==> src/rtl/dbr_pkg.sv <==
// Package: shared constants and types for the dual-button reset generator.
// Assumes: exactly two buttons; synchroniser depth fixed at two stages.
package dbr_pkg;
    localparam int unsigned NUM_BTN     = 2;
    localparam int unsigned SYNC_STAGES = 2;
    typedef logic [NUM_BTN-1:0] btn_vec_t;
endpackage

==> src/rtl/dbr_sync.sv <==
// Module: dbr_sync
// Brings one asynchronous active-low line into the clock domain through a
// chain of flops. Assumes the input is slow compared with the clock. Resets
// to the released (high) level.
module dbr_sync #(
    parameter int unsigned STAGES = 2
) (
    input  logic clk,
    input  logic rst_n,
    input  logic din_n,
    output logic dout_n
);
    logic [STAGES-1:0] chain;

    // Shift the line through the synchroniser chain.
    always_ff @(posedge clk) begin
        if (!rst_n) chain <= '1;
        else        chain <= {chain[STAGES-2:0], din_n};
    end

    assign dout_n = chain[STAGES-1];
endmodule

==> src/rtl/dbr_hold_timer.sv <==
// Module: dbr_hold_timer
// Counts ticks while both synchronised buttons are low and saturates at the
// setup count. Any release clears the count. It drives the both-held
// indication and flags when the setup count has been reached.
// Assumes SETUP_TICKS >= HELD_TICKS >= 1.
module dbr_hold_timer #(
    parameter int unsigned HELD_TICKS  = 1500,
    parameter int unsigned SETUP_TICKS = 6000,
    localparam int unsigned CNT_W      = $clog2(SETUP_TICKS + 1)
) (
    input  logic clk,
    input  logic rst_n,
    input  logic tick,
    input  logic both_low,
    output logic held_n,
    output logic setup_hit
);
    logic [CNT_W-1:0] hold_cnt;

    // Advance the saturating hold count on ticks; clear it on any release.
    always_ff @(posedge clk) begin
        if (!rst_n)                                    hold_cnt <= '0;
        else if (!both_low)                            hold_cnt <= '0;
        else if (tick && hold_cnt != CNT_W'(SETUP_TICKS)) hold_cnt <= hold_cnt + 1'b1;
    end

    // Decode the two thresholds from the current count.
    always_comb begin
        held_n    = !(both_low && (hold_cnt >= CNT_W'(HELD_TICKS)));
        setup_hit = both_low && (hold_cnt == CNT_W'(SETUP_TICKS));
    end
endmodule

==> src/rtl/dbr_pulse_gen.sv <==
// Module: dbr_pulse_gen
// Issues one reset pulse of PULSE_TICKS ticks when the setup count is hit
// while the block is armed. Firing disarms it. It re-arms only when both
// buttons read high while no pulse is running. Assumes PULSE_TICKS >= 1.
module dbr_pulse_gen #(
    parameter int unsigned PULSE_TICKS = 200,
    localparam int unsigned PW         = $clog2(PULSE_TICKS + 1)
) (
    input  logic clk,
    input  logic rst_n,
    input  logic tick,
    input  logic setup_hit,
    input  logic both_high,
    output logic rst_out_n
);
    logic          armed;
    logic          active;
    logic [PW-1:0] pulse_cnt;
    logic          fire;

    // Start condition for a new pulse.
    always_comb fire = armed && setup_hit && !active;

    // Track whether a new pulse is allowed.
    always_ff @(posedge clk) begin
        if (!rst_n)                   armed <= 1'b1;
        else if (fire)                armed <= 1'b0;
        else if (both_high && !active) armed <= 1'b1;
    end

    // Run the pulse for its full tick length once started.
    always_ff @(posedge clk) begin
        if (!rst_n) begin
            active    <= 1'b0;
            pulse_cnt <= '0;
        end else if (fire) begin
            active    <= 1'b1;
            pulse_cnt <= '0;
        end else if (active && tick) begin
            if (pulse_cnt == PW'(PULSE_TICKS - 1)) active <= 1'b0;
            else                                    pulse_cnt <= pulse_cnt + 1'b1;
        end
    end

    assign rst_out_n = !active;
endmodule

==> src/rtl/dual_button_reset.sv <==
// Module: dual_button_reset (top)
// Two-button long-press reset generator. It synchronises both buttons,
// times the joint hold and drives the both-held indication and a single
// reset pulse. Assumes SETUP_TICKS >= HELD_TICKS and a synchronous
// active-low reset.
module dual_button_reset #(
    parameter int unsigned HELD_TICKS  = 1500,
    parameter int unsigned SETUP_TICKS = 6000,
    parameter int unsigned PULSE_TICKS = 200
) (
    input  logic       clk,
    input  logic       rst_n,
    input  logic       tick,
    input  logic [1:0] btn_n,
    output logic       held_n,
    output logic       rst_out_n
);
    import dbr_pkg::*;

    btn_vec_t sync_n;
    logic     both_low;
    logic     both_high;
    logic     setup_hit;

    // One synchroniser per button line.
    for (genvar i = 0; i < NUM_BTN; i++) begin : g_sync
        dbr_sync #(.STAGES(SYNC_STAGES)) u_sync (
            .clk    (clk),
            .rst_n  (rst_n),
            .din_n  (btn_n[i]),
            .dout_n (sync_n[i])
        );
    end

    // Joint-state decode of the synchronised buttons.
    always_comb begin
        both_low  = (sync_n == '0);
        both_high = (sync_n == '1);
    end

    dbr_hold_timer #(
        .HELD_TICKS  (HELD_TICKS),
        .SETUP_TICKS (SETUP_TICKS)
    ) u_hold (
        .clk       (clk),
        .rst_n     (rst_n),
        .tick      (tick),
        .both_low  (both_low),
        .held_n    (held_n),
        .setup_hit (setup_hit)
    );

    dbr_pulse_gen #(
        .PULSE_TICKS (PULSE_TICKS)
    ) u_pulse (
        .clk       (clk),
        .rst_n     (rst_n),
        .tick      (tick),
        .setup_hit (setup_hit),
        .both_high (both_high),
        .rst_out_n (rst_out_n)
    );
endmodule

==> config.mk <==
export PLATFORM = sky130hd
export DESIGN_NAME = dual_button_reset
export DESIGN_NICKNAME = d
export VERILOG_FILES = /design/src/rtl/dbr_pkg.sv /design/src/rtl/dbr_sync.sv /design/src/rtl/dbr_hold_timer.sv /design/src/rtl/dbr_pulse_gen.sv /design/src/rtl/dual_button_reset.sv
export SDC_FILE = /design/constraint.sdc
export NUM_CORES = 1
export LEC_CHECK = 0
export ABC_AREA = 1
export BUFFER_PORTS_ARGS = -buffer_cell sky130_fd_sc_hd__buf_2
export CAP_MARGIN = 5
export CORE_ASPECT_RATIO = 0.75
export CORE_UTILIZATION = 40
export CTS_CLUSTER_SIZE = 40
export DETAILED_ROUTE_END_ITERATION = 6
export GPL_ROUTABILITY_DRIVEN = 0
export PLACE_DENSITY = 0.65
export SLEW_MARGIN = 40
export SYNTH_ARGS = -nofsm -noshare
export SYNTH_HDL_FRONTEND = slang
export SYNTH_SLANG_ARGS = --single-unit
==> constraint.sdc <==
create_clock -name clk -period 2.2 [get_ports clk]
set_input_delay 0.33 -clock clk [delete_from_list [all_inputs] [get_ports clk]]
set_output_delay 0.33 -clock clk [all_outputs]
set_load 0.02 [all_outputs]
==> metrics.md <==
| Metric | Value |
|---|---|
| Run status | complete, no violations |
| Area overhead of the layout relative to synthesis | 7.307% |
| Antenna-violating nets left | 0 |
| Cell area after placement | about 1600 um^2 |
| Critical path data arrival time | ~1400 ps |
| Post-Place Worst Slack | 604.5 ps |
| Drt drc | 0 |
| Share of the synthesized area in the top cell type | roughly a third |
| Reg2reg start | u_pulse.pulse_cnt[0] |
| Final Max Slew Viols | 0 |
| First-pass GRT wire length | 5.292 mm |
| Routed WL | 3.146 mm |
| Flop-to-flop setup slack | 570 ps |
| Data required time of the worst path | between 1500 and 2000 ps |
| Horizontal die dimension | between 70 and 80 um |
| Final number of hold-violating endpoints | 0 |
| Util after Layout | 45.58% |
| Total Routing Usage GR | between 10% and 20% |
| Synthesized Nets | about 250 |
| Final Net Count | around 250 |
| Layout Cell Area excl Fill | between 1500 and 2000 um^2 |
| Total leakage power | 0.6311 nW |
| Cell area after technology mapping | ~1600 um^2 |
| Final cycle utilization of the critical path | 77.45% |
| Root buf cell | sky130_fd_sc_hd__clkbuf_8 |
| Peak fanout along the critical path | 7 |
| Worst Setup End Kind | primary output |
| Worst reg2reg path endpoint | u_pulse.pulse_cnt[2] |
| Initial Utilization | between 40% and 50% |
| Worst setup endpoint | held_n |
| Syn Area/Cell | 6.647 um^2 |
| Final Critical Period | roughly 1700 ps |
| Flop and latch count out of synthesis | 27 |
| Number of antenna repair diodes | 0 |
| Commonest cells after routing, fill and taps aside | 85 x sky130_fd_sc_hd__nand2_1, 27 x sky130_fd_sc_hd__dfxtp_1, 26 x sky130_fd_sc_hd__inv_1 |
| Most common cell after layout, fill and taps aside | sky130_fd_sc_hd__nand2_1 |
| Library cell occupying the most area in the post-synthesis netlist | sky130_fd_sc_hd__dfxtp_1 |
| Max-cap violations | 0 |
| Largest cells by area after synthesis | sky130_fd_sc_hd__dfxtp_1 34%, sky130_fd_sc_hd__nand2_1 20%, sky130_fd_sc_hd__inv_1 6.2% |
| Layout fillers | just under 400 |
| Core ar. | around 3700 um^2 |
| RSZ-0062 raised after global routing | false |
| Worst setup path start | u_hold.hold_cnt[10] |
| Layout Skew | roughly 5 ps |
| Synth warnings | 0 |
| Worst Reg-to-Reg Cells | 7 |
| Antenna violations before repair | 0 |
| Via density per instance | roughly 4.8 |
| Maximum buffer depth of the clock tree | 2 |
| Length of the first detailed-routing pass in iterations | 4 |
| Kind of start point of the critical path | flip-flop |
| Count of clock tree sinks | 27 |
| Die height | around 56 um |
| IO buf count | 6 |
| Headroom to the max-slew limit | 65.71% |
| Class of the tightest hold or removal check | input pin to flip-flop |
| Post-cts repair resize count | 0 |
| Max H-tree Level | 1 |
| Number of cells produced by synthesis | 237 |
| Clock tree from TritonCTS | yes |
| Placed Instances | slightly below 300 |
| Number of distinct library cells after synthesis | 25 |
| Total I/O pin count | 7 |
| Number of global-route vias before repair | approximately 1.1k |
| Clock latency reported for the late side of the worst-skew pair | around 270 ps |
| Seq/Total Area, Yosys | 34.31% |
| Setup ws final | slightly below 500 ps |
| Num rows | 19 |
| Worst vdd rail ir drop | 317.8 uV |
| Pin count of the biggest net entering global routing | 18 |
| Clock Pin Slew Worst Setup and Hold Paths | about 100 ps |
| GRT overflow | 0 |
| Count of hold buffers inserted by post-cts repair | 0 |
| DR WL/cell | ~11 um |
| Share of final-layout standard cells stronger than drive strength 1 | 13.11% |
| Area enclosed by the die boundary | ~4200 um^2 |
| Worst-margin pin slew | roughly 510 ps |
| Number of buffers created by CTS | 3 |
| Finished Layout Cells | 296 |
| Final setup violation count | 0 |
| Buffers inserted during post-CTS setup optimization | 0 |
| Sum of net half-perimeters after detailed placement | approximately 2.4 mm |
| Crit path kind | flip-flop to primary output |
| Power per cell area | between 400 and 500 nW/um^2 |
| Sum of negative setup slack | 0 ps |
| Total number of vias | 1410 |
| Highest clock frequency the design can meet | around 590 MHz |
| Initial drt markers | slightly below 90 |
## layout make-up
cell class | count | area (um^2) | area share [%]
Clock buffer | 3 | 41.29 | 2.443
Clock inverter | 1 | 8.758 | 0.5181
Inverter | 28 | 105.1 | 6.218
Multi-Input combinational cell | 179 | 899.6 | 53.22
Sequential cell | 27 | 540.5 | 31.98
Tap cell | 52 | 65.06 | 3.849
Timing Repair Buffer | 6 | 30.03 | 1.776
## power by group
part / total (mW) / switching (mW) / internal (mW)
registers: 0.493 / 0.00104 / 0.492
clock network: 0.297 / 0.164 / 0.133
logic: 0.0236 / 0.0162 / 0.00741
## registers in the layout (all words and copies together) (netlist names)
register and cells:
u_hold.hold_cnt 13, g_sync.u_sync.chain 4, u_pulse.armed 1, u_pulse.pulse_cnt 8, u_pulse.active 1
## synth_stat cells (all sizes together)
| library cell | number |
|---|---|
| nand2b | 1 |
| xor2 | 7 |
| nand3 | 16 |
| or2 | 5 |
| a21oi | 20 |
| nand4 | 7 |
| inv | 28 |
| xnor2 | 1 |
| nor2 | 25 |
| nor3 | 2 |
| ha | 3 |
| dfxtp | 27 |
| o21ai | 3 |
| buf | 3 |
| a31o | 1 |
| nand3b | 1 |
| nand2 | 87 |
## routing by layer
layer / up-vias / track usage (%) / part of all wire, %
met5: - / 0 / 0
met4: 0 / 2.426 / 0.57
met3: 2 / 4.668 / 4.5
met2: 33 / 18.92 / 35
met1: 618 / 28.33 / 60
li1: 757 / - / -
## logic make-up after synthesis
| family | synth area share, % |
|---|---|
| and+or+nand+nor | 40.75 |
| buffers and inverters | 8.578 |
| DFF | 34.31 |
| AOI/OAI and AO/OA | 9.531 |
| xor gates and xnor gates | 4.448 |
| adders and majority gates | 2.383 |
## metrics by stage
stage	hold WS, ps	total power [mW]
2_1_floorplan	392.5	0.5217
3_3_place_gp	393.6	0.5278
3_5_place_dp	403.5	0.5278
4_1_cts	224.2	0.8276
5_1_grt	215.3	0.8470
6_report	233.2	0.8133
## critical path: stages, from the launching register on
cell and delay (ps):
sky130_fd_sc_hd__dfxtp_1 490, sky130_fd_sc_hd__nand2_1 90, sky130_fd_sc_hd__nor2_1 80, sky130_fd_sc_hd__o21ai_0 90
sky130_fd_sc_hd__a31o_2 200, sky130_fd_sc_hd__buf_2 150
## how the worst min path moves through the flow
stage	cells past startpoint	to	startpoint	slack (ps)
6_report	2	g_sync[1].u_sync.chain[0]	btn_n[1]	230
3_3_place_gp	1	g_sync[1].u_sync.chain[1]	g_sync[1].u_sync.chain[0]	390
5_1_grt	2	g_sync[1].u_sync.chain[0]	btn_n[1]	220
4_1_cts	2	g_sync[1].u_sync.chain[0]	btn_n[1]	220
2_1_floorplan	1	g_sync[0].u_sync.chain[1]	g_sync[0].u_sync.chain[0]	390
3_5_place_dp	1	g_sync[1].u_sync.chain[1]	g_sync[1].u_sync.chain[0]	400
Note: power is estimated with default switching activity, not from simulation.
